### src/rtl/mbx_pkg.sv
package mbx_pkg;
    localparam int NCORE = 2;

    // word offsets in the low region; the lock region has the top address bit set
    localparam int OFS_ID    = 0;
    localparam int OFS_STAT  = 1;
    localparam int OFS_TX    = 2;
    localparam int OFS_RX    = 3;
    localparam int OFS_LOCKS = 4;

    // status bit positions
    localparam int ST_RX_VALID = 0;
    localparam int ST_TX_ROOM  = 1;
    localparam int ST_OVF      = 2;
    localparam int ST_UNF      = 3;
    localparam int ST_W        = 4;
endpackage

### src/rtl/mbx_fifo.sv
module mbx_fifo #(
    parameter int W     = 32,
    parameter int DEPTH = 8
) (
    input  logic         clk,
    input  logic         rst_n,
    input  logic         push,
    input  logic [W-1:0] wdata,
    input  logic         pop,
    output logic [W-1:0] head,
    output logic         full,
    output logic         empty
);
    localparam int PW = (DEPTH > 1) ? $clog2(DEPTH) : 1;
    localparam int CW = $clog2(DEPTH + 1);

    typedef struct packed {
        logic [DEPTH-1:0][W-1:0] mem;
        logic [PW-1:0]           wp;
        logic [PW-1:0]           rp;
        logic [CW-1:0]           cnt;
    } fifo_state_t;

    fifo_state_t s_d, s_q;
    logic push_ok, pop_ok;

    assign full  = (s_q.cnt == CW'(DEPTH));
    assign empty = (s_q.cnt == '0);
    assign head  = s_q.mem[s_q.rp];

    always_comb begin
        s_d     = s_q;
        push_ok = push && !full;
        pop_ok  = pop && !empty;
        if (push_ok) begin
            s_d.mem[s_q.wp] = wdata;
            s_d.wp = (s_q.wp == PW'(DEPTH - 1)) ? '0 : s_q.wp + 1'b1;
        end
        if (pop_ok) begin
            s_d.rp = (s_q.rp == PW'(DEPTH - 1)) ? '0 : s_q.rp + 1'b1;
        end
        case ({push_ok, pop_ok})
            2'b10:   s_d.cnt = s_q.cnt + 1'b1;
            2'b01:   s_d.cnt = s_q.cnt - 1'b1;
            default: s_d.cnt = s_q.cnt;
        endcase
    end

    always_ff @(posedge clk or negedge rst_n) begin
        if (!rst_n) s_q <= '0;
        else        s_q <= s_d;
    end

    assert_count_bound_R3: assert property (@(posedge clk) disable iff (!rst_n)
        s_q.cnt <= CW'(DEPTH));

    assert_no_overflow_R4: assert property (@(posedge clk) disable iff (!rst_n)
        (push && full && !pop) |=> full);

    assert_no_underflow_R5: assert property (@(posedge clk) disable iff (!rst_n)
        (pop && empty && !push) |=> empty);

    assert_fifo_order_R2: assert property (@(posedge clk) disable iff (!rst_n)
        (push && empty && !pop) |=> (head == $past(wdata)));
endmodule

### src/rtl/mbx_locks.sv
module mbx_locks #(
    parameter int NUM_LOCKS = 32,
    parameter int LW        = $clog2(NUM_LOCKS)
) (
    input  logic                 clk,
    input  logic                 rst_n,
    input  logic [1:0]           claim,
    input  logic [2*LW-1:0]      claim_idx,
    input  logic [1:0]           rel,
    input  logic [2*LW-1:0]      rel_idx,
    input  logic                 clr_all,
    output logic [1:0]           grant,
    output logic [NUM_LOCKS-1:0] held
);
    typedef struct packed {
        logic [NUM_LOCKS-1:0] held;
    } lock_state_t;

    lock_state_t s_d, s_q;
    logic [LW-1:0] cidx [2];
    logic [LW-1:0] ridx [2];

    assign held = s_q.held;

    always_comb begin
        for (int c = 0; c < 2; c++) begin
            cidx[c] = claim_idx[c*LW +: LW];
            ridx[c] = rel_idx[c*LW +: LW];
        end
        // core 0 has priority on a contested free lock
        grant[0] = claim[0] && !s_q.held[cidx[0]];
        grant[1] = claim[1] && !s_q.held[cidx[1]] &&
                   !(grant[0] && (cidx[0] == cidx[1]));

        s_d = s_q;
        if (clr_all) s_d.held = '0;
        for (int c = 0; c < 2; c++) begin
            if (rel[c]) s_d.held[ridx[c]] = 1'b0;
        end
        for (int c = 0; c < 2; c++) begin
            if (grant[c]) s_d.held[cidx[c]] = 1'b1;
        end
    end

    always_ff @(posedge clk or negedge rst_n) begin
        if (!rst_n) s_q <= '0;
        else        s_q <= s_d;
    end

    assert_single_winner_R9: assert property (@(posedge clk) disable iff (!rst_n)
        (claim[0] && claim[1] && cidx[0] == cidx[1]) |-> !(grant[0] && grant[1]));

    assert_grant_holds_R7: assert property (@(posedge clk) disable iff (!rst_n)
        grant[0] |=> s_q.held[$past(cidx[0])]);

    assert_claim_beats_release_R8: assert property (@(posedge clk) disable iff (!rst_n)
        grant[1] |=> s_q.held[$past(cidx[1])]);
endmodule

### src/rtl/core_mailbox.sv
module core_mailbox
    import mbx_pkg::*;
#(
    parameter int DATA_W     = 32,
    parameter int FIFO_DEPTH = 8,
    parameter int NUM_LOCKS  = 32,
    parameter int AW         = 6
) (
    input  logic                  clk,
    input  logic                  rst_n,
    input  logic [1:0]            bus_sel,
    input  logic [1:0]            bus_wr,
    input  logic [2*AW-1:0]       bus_addr,
    input  logic [2*DATA_W-1:0]   bus_wdata,
    output logic [2*DATA_W-1:0]   bus_rdata
);
    localparam int LW = $clog2(NUM_LOCKS);

    typedef struct packed {
        logic [1:0][DATA_W-1:0] rdata;
        logic [1:0]             ovf;
        logic [1:0]             unf;
    } top_state_t;

    top_state_t st_d, st_q;

    logic [AW-1:0]      addr   [2];
    logic [DATA_W-1:0]  wdata  [2];
    logic [1:0]         rd_req, wr_req, lock_hit;
    logic [1:0]         tx_push, rx_pop, stat_wr, lock_clr;
    logic [1:0]         fifo_full, fifo_empty;
    logic [DATA_W-1:0]  fifo_head [2];
    logic [ST_W-1:0]    stat   [2];
    logic [1:0]         grant;
    logic [NUM_LOCKS-1:0] held;
    logic [2*LW-1:0]    lock_idx;

    for (genvar g = 0; g < NCORE; g++) begin : g_dec
        assign addr[g]     = bus_addr[g*AW +: AW];
        assign wdata[g]    = bus_wdata[g*DATA_W +: DATA_W];
        assign rd_req[g]   = bus_sel[g] && !bus_wr[g];
        assign wr_req[g]   = bus_sel[g] && bus_wr[g];
        assign lock_hit[g] = addr[g][AW-1];
        assign tx_push[g]  = wr_req[g] && !lock_hit[g] && addr[g] == AW'(OFS_TX);
        assign rx_pop[g]   = rd_req[g] && !lock_hit[g] && addr[g] == AW'(OFS_RX);
        assign stat_wr[g]  = wr_req[g] && !lock_hit[g] && addr[g] == AW'(OFS_STAT);
        assign lock_clr[g] = wr_req[g] && !lock_hit[g] && addr[g] == AW'(OFS_LOCKS);
        assign lock_idx[g*LW +: LW] = addr[g][LW-1:0];
        assign bus_rdata[g*DATA_W +: DATA_W] = st_q.rdata[g];

        assign stat[g][ST_RX_VALID] = !fifo_empty[1-g];
        assign stat[g][ST_TX_ROOM]  = !fifo_full[g];
        assign stat[g][ST_OVF]      = st_q.ovf[g];
        assign stat[g][ST_UNF]      = st_q.unf[g];

        // queue g is written by core g and read by the other core
        mbx_fifo #(
            .W     (DATA_W),
            .DEPTH (FIFO_DEPTH)
        ) u_fifo (
            .clk   (clk),
            .rst_n (rst_n),
            .push  (tx_push[g]),
            .wdata (wdata[g]),
            .pop   (rx_pop[1-g]),
            .head  (fifo_head[g]),
            .full  (fifo_full[g]),
            .empty (fifo_empty[g])
        );
    end

    mbx_locks #(
        .NUM_LOCKS (NUM_LOCKS),
        .LW        (LW)
    ) u_locks (
        .clk       (clk),
        .rst_n     (rst_n),
        .claim     (rd_req & lock_hit),
        .claim_idx (lock_idx),
        .rel       (wr_req & lock_hit),
        .rel_idx   (lock_idx),
        .clr_all   (|lock_clr),
        .grant     (grant),
        .held      (held)
    );

    always_comb begin
        st_d = st_q;
        for (int c = 0; c < NCORE; c++) begin
            st_d.rdata[c] = '0;
            if (rd_req[c]) begin
                if (lock_hit[c]) begin
                    st_d.rdata[c] = DATA_W'(grant[c]);
                end else if (addr[c] == AW'(OFS_ID)) begin
                    st_d.rdata[c] = DATA_W'(c);
                end else if (addr[c] == AW'(OFS_STAT)) begin
                    st_d.rdata[c] = DATA_W'(stat[c]);
                end else if (addr[c] == AW'(OFS_RX)) begin
                    st_d.rdata[c] = fifo_empty[1-c] ? '0 : fifo_head[1-c];
                end else if (addr[c] == AW'(OFS_LOCKS)) begin
                    st_d.rdata[c] = DATA_W'(held);
                end
            end
            if (stat_wr[c]) begin
                st_d.ovf[c] = 1'b0;
                st_d.unf[c] = 1'b0;
            end
            if (tx_push[c] && fifo_full[c])     st_d.ovf[c] = 1'b1;
            if (rx_pop[c] && fifo_empty[1-c])   st_d.unf[c] = 1'b1;
        end
    end

    always_ff @(posedge clk or negedge rst_n) begin
        if (!rst_n) st_q <= '0;
        else        st_q <= st_d;
    end

    for (genvar g = 0; g < NCORE; g++) begin : g_chk
        assert_id_lane_R1: assert property (@(posedge clk) disable iff (!rst_n)
            (rd_req[g] && !lock_hit[g] && addr[g] == AW'(OFS_ID))
            |=> (bus_rdata[g*DATA_W +: DATA_W] == DATA_W'(g)));

        assert_ovf_cause_R4: assert property (@(posedge clk) disable iff (!rst_n)
            $rose(st_q.ovf[g]) |-> $past(tx_push[g] && fifo_full[g]));

        assert_empty_read_zero_R5: assert property (@(posedge clk) disable iff (!rst_n)
            (rx_pop[g] && fifo_empty[1-g])
            |=> (bus_rdata[g*DATA_W +: DATA_W] == '0 && st_q.unf[g]));

        assert_flag_clear_R6: assert property (@(posedge clk) disable iff (!rst_n)
            stat_wr[g] |=> (!st_q.ovf[g] && !st_q.unf[g]));
    end
endmodule

### config.mk
export PLATFORM = sky130hd
export DESIGN_NAME = core_mailbox
export DESIGN_NICKNAME = d
export VERILOG_FILES = /design/src/rtl/mbx_pkg.sv /design/src/rtl/mbx_fifo.sv /design/src/rtl/mbx_locks.sv /design/src/rtl/core_mailbox.sv
export SDC_FILE = /design/constraint.sdc
export NUM_CORES = 1
export LEC_CHECK = 0
export ABC_CLOCK_PERIOD_IN_PS = 3700
export BUFFER_PORTS_ARGS = -buffer_cell sky130_fd_sc_hd__buf_4
export CORE_ASPECT_RATIO = 0.5
export CORE_UTILIZATION = 47
export CTS_BUF_LIST = sky130_fd_sc_hd__clkbuf_4 sky130_fd_sc_hd__clkbuf_8
export CTS_CLUSTER_DIAMETER = 30
export DETAILED_ROUTE_END_ITERATION = 10
export SKIP_CTS_REPAIR_TIMING = 1
export SLEW_MARGIN = 20
export SYNTH_ARGS = -nofsm -noshare
export SYNTH_HDL_FRONTEND = slang
export SYNTH_SLANG_ARGS = --single-unit
### constraint.sdc
create_clock -name clk -period 3.7 [get_ports clk]
set_clock_uncertainty 0.15 [all_clocks]
set_input_delay 0.74 -clock clk [delete_from_list [all_inputs] [get_ports clk]]
set_output_delay 0.74 -clock clk [all_outputs]
set_load 0.1 [all_outputs]
* After elaboration in Yosys (flattened, before gate mapping) *
Index checks and enable logic that the tools add are counted.

cells by class
  add/sub/neg operators = 8
  order comparisons = 10
  equal/unequal tests = 19
  muxes and demuxes = 49
  bitwise gates (word level) = 8
  reductions and logical operators = 54

operator list
  operator                                                                              number
  32-bit two-way mux                                                                    23
  256-bit bitwise mux                                                                   2
  32-bit binary-select mux with 3-bit select                                            2
  32-bit demux with 3-bit select                                                        2
  32-bit bitwise AND                                                                    2
  32-bit inverter                                                                       2
  32-bit bitwise OR                                                                     2
  1-bit logical AND                                                                     32
  6-bit by 2-bit equality test with 1-bit output (second input constant)                4
  3-bit by 4-bit less-than comparator with 1-bit output (second input constant)         4
  4-bit case mux with 2 select lines                                                    2
  3-bit by 1-bit adder with 3-bit output (second input constant)                        4
  3-bit equality test (second input constant)                                           4
  6-bit by 1-bit equality test with 1-bit output (second input constant)                2
  6-bit by 3-bit equality test with 1-bit output (second input constant)                2
  6-bit logical NOT                                                                     2
  5-bit by 6-bit less-than comparator with 1-bit output (second input constant)         2
  3-bit two-way mux                                                                     4
  2-bit nonzero test                                                                    6
  1-bit logical NOT                                                                     11
  1-bit binary-select mux with 5-bit select                                             2
  1-bit demux with 5-bit select                                                         2
  5-bit by 1-bit greater-or-equal comparator with 1-bit output (second input constant)  2
  1-bit two-way mux                                                                     10
  10 further kinds                                                                      18

word-level totals
  flip-flop bits (word level) = 632
  output and inout bits = 64
  logic and storage cells = 177

* Logic depth before layout (Yosys ltp) *
Gate-level depths: netlist of the first run.

  word-level depth = 13
  gate-level depth with buffers = 15

* By module *
From an unflattened synthesis of the first run, not the netlist that was laid out.

unflattened totals
  cell total of the unflattened synthesis = 2169
  area, all modules = 31839.3 sq um

modules (own cells, without submodules)
  module                       instances  cells an instance  area an instance (sq um)  seq. area each (sq um)
  mbx_fifo at g_dec[0].u_fifo  1          723                12648.4                   6656.4
  mbx_fifo at g_dec[1].u_fifo  1          722                12434.4                   6656.4
  core_mailbox                 1          428                3843.7                    1701.6
  mbx_locks                    1          296                2912.8                    800.8

* Worst setup path after synthesis of the first run *
Ideal clock, no wire load.

  path type = input to register
  from = in bus_addr[9]
  to = reg g_dec[0].u_fifo.s_q[3] (netlist name)
  arrival = 3.224 ns
  data required time = 3.425 ns
  slack = 0.200 ns
  stages = 15
  buffers on the path = 3
  cells stage by stage = clkbuf_1 nor3_2 nand3_1 or3_1 clkbuf_1 or2_0 clkbuf_1 inv_1 ha_1 ha_1 a21o_1 a21oi_1 xnor2_1 nor2_1 xor2_1

on the way
  longest elaborated chain between the ends = 5

ends and longest elaborated chain
  element                                                                                       line                RTL
  from (decl)                                                                                   core_mailbox.sv:13  input logic [2*AW-1:0] bus_addr,
  6-bit by 2-bit equality test with 1-bit output *                                              core_mailbox.sv:45  assign rx_pop[g] = rd_req[g] && !lock_hit[g] && addr[g] == AW'(OFS_RX);
  1-bit logical AND *                                                                           core_mailbox.sv:45
  1-bit logical AND *                                                                           mbx_fifo.sv:34      pop_ok = pop && !empty;
  net g_dec[0].u_fifo.pop_ok                                                                    mbx_fifo.sv:25      logic push_ok, pop_ok;
  2-bit by 1-bit equality test with 1-bit output / 2-bit equality test (equally long branches)  mbx_fifo.sv:42      case ({push_ok, pop_ok})
  4-bit case mux with 2 select lines / 2-bit nonzero test (equally long branches)               --
  to (decl)                                                                                     mbx_fifo.sv:24      fifo_state_t s_d, s_q;

Mark *: on every way through the listed nets, which the timed path passes. The rest lies on a longest branch.
A chain may end at the register's enable or synchronous reset.

* Worst setup path in the final report of the first run *
  from = reg g_dec[0].u_fifo.s_q[3] (netlist name)
  to = reg g_dec[0].u_fifo.s_q[3] (netlist name)

on the way
  longest elaborated chain between the ends = 5

ends and longest elaborated chain
  element                                                                                       line            RTL
  4-bit logical NOT *                                                                           mbx_fifo.sv:28  assign empty = (s_q.cnt == '0);
  1-bit logical NOT *                                                                           mbx_fifo.sv:34
  1-bit logical AND *                                                                           mbx_fifo.sv:34
  net g_dec[0].u_fifo.pop_ok                                                                    mbx_fifo.sv:25
  2-bit by 1-bit equality test with 1-bit output / 2-bit equality test (equally long branches)  mbx_fifo.sv:42
  4-bit case mux with 2 select lines / 2-bit nonzero test (equally long branches)               --

Marks and branches as above.

==> reports/summary.json, run 1 <==
{
  "cts": {
    "maximum_root_to_sink_buffer_count": 3,
    "clock-root-buffer": "sky130_fd_sc_hd__clkbuf_8",
    "cts_buffers": 102,
    "clock_sinks": 632,
    "clock_tree_from_tritoncts": "built",
    "clock_tree.htree_level_count": 3,
    "insertion_delay_ps": 690,
    "clk_pin_slew_ps": 70
  },
  "final_layout": {
    "layout.core_utilization": 0.550,
    "instances_no_fill": 3145,
    "finish.instance_area_um2": 34100,
    "fraction_of_layout_instances_using_a_drive_strength_above_1": 0.481,
    "layout.nets": 2334,
    "synthToLayoutAreaGrowth_pct": 14.0,
    "fillerInstances": 5244
  },
  "global_routing": {
    "global_route.overflow_total": 0,
    "grt_pass1_wl_mm": 117,
    "groute.usage.overall": 0.236,
    "grt_pass1_vias": 19200,
    "grt_start_max_net_pins": 93,
    "antenna_found_initial": 1
  },
  "synth": {
    "synth-edff-count": 0,
    "synth_async_sr_flop_share": 1.00,
    "postSynth.topFlopCell": "sky130_fd_sc_hd__dfrtp_1",
    "syn-mean-instance-area_um2": 14.2,
    "yosysUniqueCellTypes": 66,
    "yosys.area.top_type_share": 0.529,
    "syn-instance-count": 2101,
    "cell_area_synth_um2": 29900,
    "sequential_to_total_area_share_from_yosys_stat": 0.529,
    "netlist_top_cells_count": "632 x sky130_fd_sc_hd__dfrtp_1, 524 x sky130_fd_sc_hd__mux2_2, 150 x sky130_fd_sc_hd__nor2_1",
    "post-synth-top-area-cell": "sky130_fd_sc_hd__dfrtp_1",
    "synth.area.top_cells": "sky130_fd_sc_hd__dfrtp_1 53%, sky130_fd_sc_hd__mux2_2 20%, sky130_fd_sc_hd__mux4_2 10%, sky130_fd_sc_hd__mux2i_1 2.6%, sky130_fd_sc_hd__buf_4 2.1%",
    "yosysMostFrequentCell": "sky130_fd_sc_hd__dfrtp_1",
    "synth-seq-cells": 632,
    "yosys_warnings": 0,
    "total_nets_after_synthesis": 2199
  },
  "setup_path": {
    "cp_num_buf_inv": 1,
    "worst_path_dominant_cell_family": "simple AND/OR/NAND/NOR gates",
    "timing.critical_path.from_type": "flop",
    "arrival_worst_endpoint_ps": 3380,
    "critPathSlowestCell": "sky130_fd_sc_hd__nor4_1",
    "r2r_setup_slack_ps": 740,
    "critPathMaxStageDelay_ps": 520,
    "crit_chain": "nor4_1 > or3_1 > or2_0 > inv_1 > ha_1 > ha_1 > a21o_1 > a21oi_1 > xnor2_1 > nor2_1 > xor2_1",
    "critPathKind": "reg2reg",
    "cp.depth": 11,
    "setup.worst_path.start": "g_dec[0].u_fifo.s_q[3]",
    "critPathMaxFanout": 6,
    "worst-r2r-cell-count": 11,
    "worst_r2r_endpoint": "g_dec[0].u_fifo.s_q[3]",
    "cp-endpoint": "g_dec[0].u_fifo.s_q[3]",
    "timing.critical_path.mode_cell": "sky130_fd_sc_hd__ha_1",
    "critical_path_required_ps": 4120,
    "r2r_startpoint": "g_dec[0].u_fifo.s_q[3]",
    "setup.worst_path.end_class": "flop"
  },
  "placed_design": {
    "final_estimated_routing_congestion_in_global_placement": 0.915,
    "placement.io_buffers": 145,
    "placed_cells": 2956,
    "dpl-instance-area_um2": 31700,
    "dp_hpwl_mm": 46.4
  },
  "route": {
    "detail_route.first_pass.iterations": 5,
    "route.met3.wl_mm": 2.99,
    "route.detailed.vias_per_inst": 5.74,
    "post_drt_wl_per_cell_um": 23.3,
    "dr_total_vias": 18100,
    "detail_route.drc_violations": 0,
    "total_length_of_routed_met2_wires_mm": 34.6,
    "wirelength_met1_mm": 34.1,
    "postRouteWirelength_mm": 73.2,
    "route.antenna.remaining_nets": 0,
    "drt_first_iter_violations": 1239,
    "topRoutingLayerUsed": "met4"
  },
  "timing": {
    "finalSetupTns_ps": 0,
    "worst_max_slew_pin_slew_ps": 919,
    "final-setup-viol-count": 0,
    "post-route-min-period_ps": 2960,
    "unrepaired_setup_endpoints_after_global_routing": "no",
    "timing.final.crit_share": 0.801,
    "relSlewSlack": 0.387,
    "slew_violations": 0,
    "fmax_mhz": 337,
    "hold_viol": 0
  },
  "floorplan": {
    "fp.dieArea_um2": 64700,
    "die_width_um": 359,
    "row_count": 64,
    "die_y_um": 180,
    "floorplan.core_area_um2": 62000,
    "initial_utilization": 0.483,
    "floorplan.io_pins": 146
  },
  "hold_path": {
    "timing.hold.worst.class": "in2reg"
  },
  "power_and_ir_drop": {
    "total_leakage_power_nw": 16.0,
    "peakVddDrop_mv": 0.258,
    "power.density_cell_area_nw_per_um2": 451
  },
  "status": {
    "status": "finished clean"
  },
  "run": {
    "number_of_max_cap_violations": 0
  }
}
-- kinds of logic after synthesis --
group | synth area share
adders and majority gates | 0.00719
xor gates and xnor gates | 0.00381
AOI/OAI and AO/OA | 0.0395
buffers and inverters | 0.0399
and+or+nand+nor | 0.0540
DFF | 0.529
muxes | 0.327
-- per-layer routing --
layer,up-vias,global-route usage
met2,378,0.369
met3,125,0.0380
met4,0,0.0593
met5,-,0
met1,9551,0.343
li1,8005,-
-- report_power, final --
part | switching (mW) | internal, mW | total (mW)
combinational | 0.657 | 0.527 | 1.18
sequential | 0.307 | 7.08 | 7.39
clock | 2.92 | 3.90 | 6.82
total | 3.88 | 11.5 | 15.4
-- state kept, by name, indices dropped and copies added, names as in the netlist --
register,flops
bus_rdata,64
st_q,4
g_dec.u_fifo.s_q,532
u_locks.held,32
-- placed cells by master, fill, tap and decap left out, types with 4 or more instances in the layout --
cell                         Yosys  routed
sky130_fd_sc_hd__buf_12          1      15
sky130_fd_sc_hd__nand2b_1       12      12
sky130_fd_sc_hd__nor2b_1        13      13
sky130_fd_sc_hd__nand2_1        36      34
sky130_fd_sc_hd__nand3b_2        4       4
sky130_fd_sc_hd__or3_1           5       5
sky130_fd_sc_hd__nor3_1         14      14
sky130_fd_sc_hd__a22oi_1        32      32
sky130_fd_sc_hd__o21ai_0         8       8
sky130_fd_sc_hd__clkbuf_4        0      15
sky130_fd_sc_hd__inv_1          12      12
sky130_fd_sc_hd__buf_4          83     207
sky130_fd_sc_hd__ha_1           14      14
sky130_fd_sc_hd__bufinv_16       0       8
sky130_fd_sc_hd__mux2_2        524     524
sky130_fd_sc_hd__a21oi_1        64      64
sky130_fd_sc_hd__mux2i_1        79      79
sky130_fd_sc_hd__mux4_2        136     136
sky130_fd_sc_hd__nor2_1        150     146
sky130_fd_sc_hd__clkinvlp_4      0       7
sky130_fd_sc_hd__a21o_1          6       6
sky130_fd_sc_hd__nand2_2         4       6
sky130_fd_sc_hd__and2_1          5       5
sky130_fd_sc_hd__dfrtp_1       632     626
sky130_fd_sc_hd__inv_6           0       4
sky130_fd_sc_hd__o21ai_1         5       5
sky130_fd_sc_hd__xor2_1          6       6
sky130_fd_sc_hd__o22ai_1         8       8
sky130_fd_sc_hd__nor3b_4         1       5
sky130_fd_sc_hd__nand3_1        36      36
sky130_fd_sc_hd__clkinv_2        0      22
sky130_fd_sc_hd__xnor2_1         7       7
sky130_fd_sc_hd__o221ai_1       30      30
sky130_fd_sc_hd__dfrtp_2         0       4
sky130_fd_sc_hd__clkbuf_8        0     130
-- cell type report --
type | count | area [µm²] | area share
antenna | 1 | 2.50 | 0.0000734
inverter | 13 | 48.8 | 0.00143
clock buffer | 145 | 1900 | 0.0558
sequential | 632 | 15800 | 0.464
multi-input combinational | 1263 | 13000 | 0.380
tap | 825 | 1030 | 0.0303
clock inverter | 42 | 447 | 0.0131
timing repair buffer | 224 | 1880 | 0.0551
-- worst reg2reg max path, cell delays in order (launching register included) --
cell and delay, ps:
sky130_fd_sc_hd__dfrtp_1 410, sky130_fd_sc_hd__nor4_1 520, sky130_fd_sc_hd__or3_1 200, sky130_fd_sc_hd__or2_0 280
sky130_fd_sc_hd__inv_1 80, sky130_fd_sc_hd__ha_1 240, sky130_fd_sc_hd__ha_1 280, sky130_fd_sc_hd__a21o_1 170
sky130_fd_sc_hd__a21oi_1 160, sky130_fd_sc_hd__xnor2_1 140, sky130_fd_sc_hd__nor2_1 70, sky130_fd_sc_hd__xor2_1 140
-- worst min path at each step --
stage | startpoint | end | slack [ps] | cells past startpoint
2_1_floorplan | rst_n | bus_rdata[0] | 290 | 0
3_3_place_gp | g_dec[0].u_fifo.s_q[249] | g_dec[0].u_fifo.s_q[249] | 330 | 1
3_5_place_dp | st_q[2] | st_q[2] | 330 | 2
4_1_cts | rst_n | g_dec[0].u_fifo.s_q[177] | -150 | 1
5_1_grt | bus_wdata[26] | g_dec[0].u_fifo.s_q[260] | 150 | 2
6_report | bus_wdata[31] | g_dec[0].u_fifo.s_q[265] | 180 | 2
-- metrics by stage --
stage	hold slack (ps)	setup slack (ps)	power, mW
after detailed placement	334	230	8.71
after CTS	-146	673	15.6
final	184	736	15.4
after global routing	154	472	16.0
after global placement	332	242	8.71
after floorplan	294	200	8.05
(Power assumes the default switching activity.)
==> inputs of run 2 (changes only) <==
- ABC_CLOCK_PERIOD_IN_PS: 3700 -> 3000
- clock period: 3.7 -> 3 ns (I/O delays scaled with it)
==> reports/summary.json, run 2 (synthesized netlist as in run 1, its figures left out) <==
{
  "status": {
    "status": "finished clean"
  },
  "floorplan": {
    "fp.dieArea": {"value": 64700, "unit": "µm²", "change": "unchanged"},
    "initial_utilization": {"value": 0.483, "change": "unchanged"},
    "row_count": {"value": 64, "change": "unchanged"},
    "floorplan.core_area": {"value": 62000, "unit": "µm²", "change": "unchanged"},
    "die_width": {"value": 359, "unit": "µm", "change": "unchanged"},
    "die_y": {"value": 180, "unit": "µm", "change": "unchanged"},
    "floorplan.io_pins": {"value": 146, "change": "unchanged"}
  },
  "timing": {
    "finalSetupTns": {"value": 0, "unit": "ps", "change": "unchanged"},
    "hold_viol": {"value": 0, "change": "unchanged"},
    "final-setup-viol-count": {"value": 0, "change": "unchanged"},
    "fmax": {"value": 383, "unit": "MHz", "change": "+13%"},
    "crit_path_setup_slack_layout": {"value": 388, "unit": "ps", "change": "-349 ps"},
    "relSlewSlack": {"value": 0.538, "change": "+0.151"},
    "worst_max_slew_pin_slew": {"value": 687, "unit": "ps", "change": "-232 ps"},
    "fin_hold_ws": {"value": 34.9, "unit": "ps", "change": "-149 ps"},
    "post-route-min-period": {"value": 2610, "unit": "ps", "change": "-351 ps"},
    "slew_violations": {"value": 0, "change": "unchanged"},
    "timing.final.crit_share": {"value": 0.871, "change": "+0.0697"},
    "unrepaired_setup_endpoints_after_global_routing": "no"
  },
  "global_routing": {
    "groute.usage.overall": {"value": 0.239, "change": "+0.00361"},
    "grt_pass1_wl": {"value": 119, "unit": "mm", "change": "+1.6%"},
    "grt_start_max_net_pins": {"value": 81, "change": "-13%"},
    "global_route.overflow_total": {"value": 0, "change": "unchanged"},
    "antenna_found_initial": {"value": 0, "change": "-1"},
    "grt_pass1_vias": {"value": 19800, "change": "+2.9%"}
  },
  "cts": {
    "clock_tree_from_tritoncts": "built",
    "maximum_root_to_sink_buffer_count": {"value": 3, "change": "unchanged"},
    "insertion_delay": {"value": 730, "unit": "ps", "change": "+40 ps"},
    "clock-root-buffer": "sky130_fd_sc_hd__clkbuf_8",
    "clock_sinks": {"value": 632, "change": "unchanged"},
    "clock_tree.htree_level_count": {"value": 3, "change": "unchanged"},
    "cts_buffers": {"value": 107, "change": "+4.9%"},
    "clk_pin_slew": {"value": 70, "unit": "ps", "change": "about the same"}
  },
  "final_layout": {
    "instances_no_fill": {"value": 3282, "change": "+4.4%"},
    "fraction_of_layout_instances_using_a_drive_strength_above_1": {"value": 0.491, "change": "+0.0104"},
    "layout.nets": {"value": 2463, "change": "+5.5%"},
    "fillerInstances": {"value": 5034, "change": "-4.0%"},
    "synthToLayoutAreaGrowth_pct": 19.8,
    "regMostFlops": "g_dec.u_fifo.s_q",
    "area.sequential": {"value": 15800, "unit": "µm²", "change": "unchanged"},
    "layout_common_cells": "626 x sky130_fd_sc_hd__dfrtp_1, 524 x sky130_fd_sc_hd__mux2_2, 245 x sky130_fd_sc_hd__buf_4",
    "largest_register_ffs": {"value": 532, "change": "unchanged"},
    "area_of_the_multi_input_gates": {"value": 13000, "unit": "µm²", "change": "+0.57%"},
    "n_antenna_cell": {"value": 0, "change": "-1"},
    "mostFrequentLayoutCell": "sky130_fd_sc_hd__dfrtp_1"
  },
  "setup_path": {
    "critPathKind": "reg2reg",
    "timing.critical_path.from_type": "flop",
    "crit_chain": "mux2i_1 > mux4_2 > a32o_1 > o21ai_4 > nand4_2 > o221ai_1",
    "arrival_worst_endpoint": {"value": 3080, "unit": "ps", "change": "-300 ps"},
    "r2r_setup_slack": {"value": 390, "unit": "ps", "change": "-350 ps"},
    "setup.worst_path.end_class": "flop",
    "critPathMaxStageDelay": {"value": 550, "unit": "ps", "change": "+30 ps"},
    "critical_path_required": {"value": 3470, "unit": "ps", "change": "-650 ps"},
    "critPathMaxFanout": {"value": 6, "change": "unchanged"},
    "critPathSlowestCell": "sky130_fd_sc_hd__dfrtp_1"
  },
  "power_and_ir_drop": {
    "pwr-share-seq": {"value": 0.454, "change": "-0.026"},
    "power.density_cell_area": {"value": 556, "unit": "nW/µm²", "change": "+23%"},
    "total_leakage_power": {"value": 16.8, "unit": "nW", "change": "+5.0%"},
    "p_sw": {"value": 5.11, "unit": "mW", "change": "+31%"},
    "peakVddDrop": {"value": 0.281, "unit": "mV", "change": "+9.0%"},
    "comb_power_share": {"value": 0.088, "change": "+0.011"},
    "clockPowerShare": {"value": 0.459, "change": "+0.016"},
    "switching_share": {"value": 0.257, "change": "+0.00426"},
    "cellInternalPower": {"value": 14.8, "unit": "mW", "change": "+29%"}
  },
  "placed_design": {
    "pre_cts_ws": {"value": 45.1, "unit": "ps", "change": "-185 ps"},
    "placed_cells": {"value": 3022, "change": "+2.2%"},
    "final_estimated_routing_congestion_in_global_placement": {"value": 0.879, "change": "-3.9%"},
    "dp_hpwl": {"value": 47.7, "unit": "mm", "change": "+2.7%"},
    "placement.io_buffers": {"value": 145, "change": "unchanged"}
  },
  "route": {
    "postRouteWirelength": {"value": 74.6, "unit": "mm", "change": "+1.8%"},
    "route.detailed.vias_per_inst": {"value": 5.69, "change": "-0.88%"},
    "dr_total_vias": {"value": 18700, "change": "+3.4%"},
    "detail_route.drc_violations": {"value": 0, "change": "unchanged"},
    "drt_first_iter_violations": {"value": 1413, "change": "+14%"},
    "detail_route.first_pass.iterations": {"value": 6, "change": "+1"},
    "post_drt_wl_per_cell": {"value": 22.7, "unit": "µm", "change": "-2.4%"},
    "route.antenna.remaining_nets": {"value": 0, "change": "unchanged"}
  },
  "hold_path": {
    "timing.hold.worst.class": "in2reg"
  },
  "run": {
    "number_of_max_cap_violations": {"value": 0, "change": "unchanged"}
  }
}
run 2: path summary, 6_finish.rpt:
kind | endpoint | cells past startpoint | from
worst max-delay path | u_locks.held[8] | 6 | u_locks.held[30]
max in group asynchronous | g_dec[1].u_fifo.s_q[188] | 4 | rst_n
worst max register to register | u_locks.held[8] | 6 | u_locks.held[30]
min in group asynchronous | g_dec[0].u_fifo.s_q[16] | 2 | rst_n
worst min register to register | st_q[2] | 2 | st_q[2]
worst min-delay path | g_dec[0].u_fifo.s_q[215] | 2 | bus_wdata[13]
run 2: power by group through the flow:
stage          Clock [mW]  Sequential (mW)  Combinational (mW)
2_1_floorplan           0             9.03               0.913
4_1_cts              9.33             9.03                1.69
3_3_place_gp            0             9.18                1.68
6_report             9.13             9.03                1.74
5_1_grt              9.75             9.05                1.91
3_5_place_dp            0             9.18                1.69
run 2: through the flow:
step           area, µm²   util  power (mW)
3_3_place_gp       32700  0.527        10.9
5_1_grt            35800  0.578        20.7
4_1_cts            35200  0.568        20.1
6_report           35800  0.578        19.9
2_1_floorplan      30000      -        9.95
3_5_place_dp       32700  0.527        10.9
run 2: worst max-delay path: cells and delay by family, from the launching register on:
family             cells  cell delay, ps
AOI/OAI and AO/OA      3             890
and+or+nand+nor        1             310
muxes                  2             600
DFF                    1             550
run 2: layout make-up:
cell class / instances / share of cell area
inverter: 13 / 0.00136
multi-input combinational: 1263 / 0.364
clock inverter: 60 / 0.0200
sequential: 632 / 0.442
tap: 825 / 0.0288
clock buffer: 141 / 0.0517
timing repair buffer: 348 / 0.0923
run 2: routing by layer:
| metal | wire, µm | vias up | global-route usage |
|---|---|---|---|
| met1 | 34600 | 9861 | 0.346 |
| met2 | 34900 | 417 | 0.370 |
| met5 | 0 | - | 0 |
| met4 | 1440 | 0 | 0.0617 |
| met3 | 3580 | 113 | 0.0471 |
| li1 | - | 8288 | - |
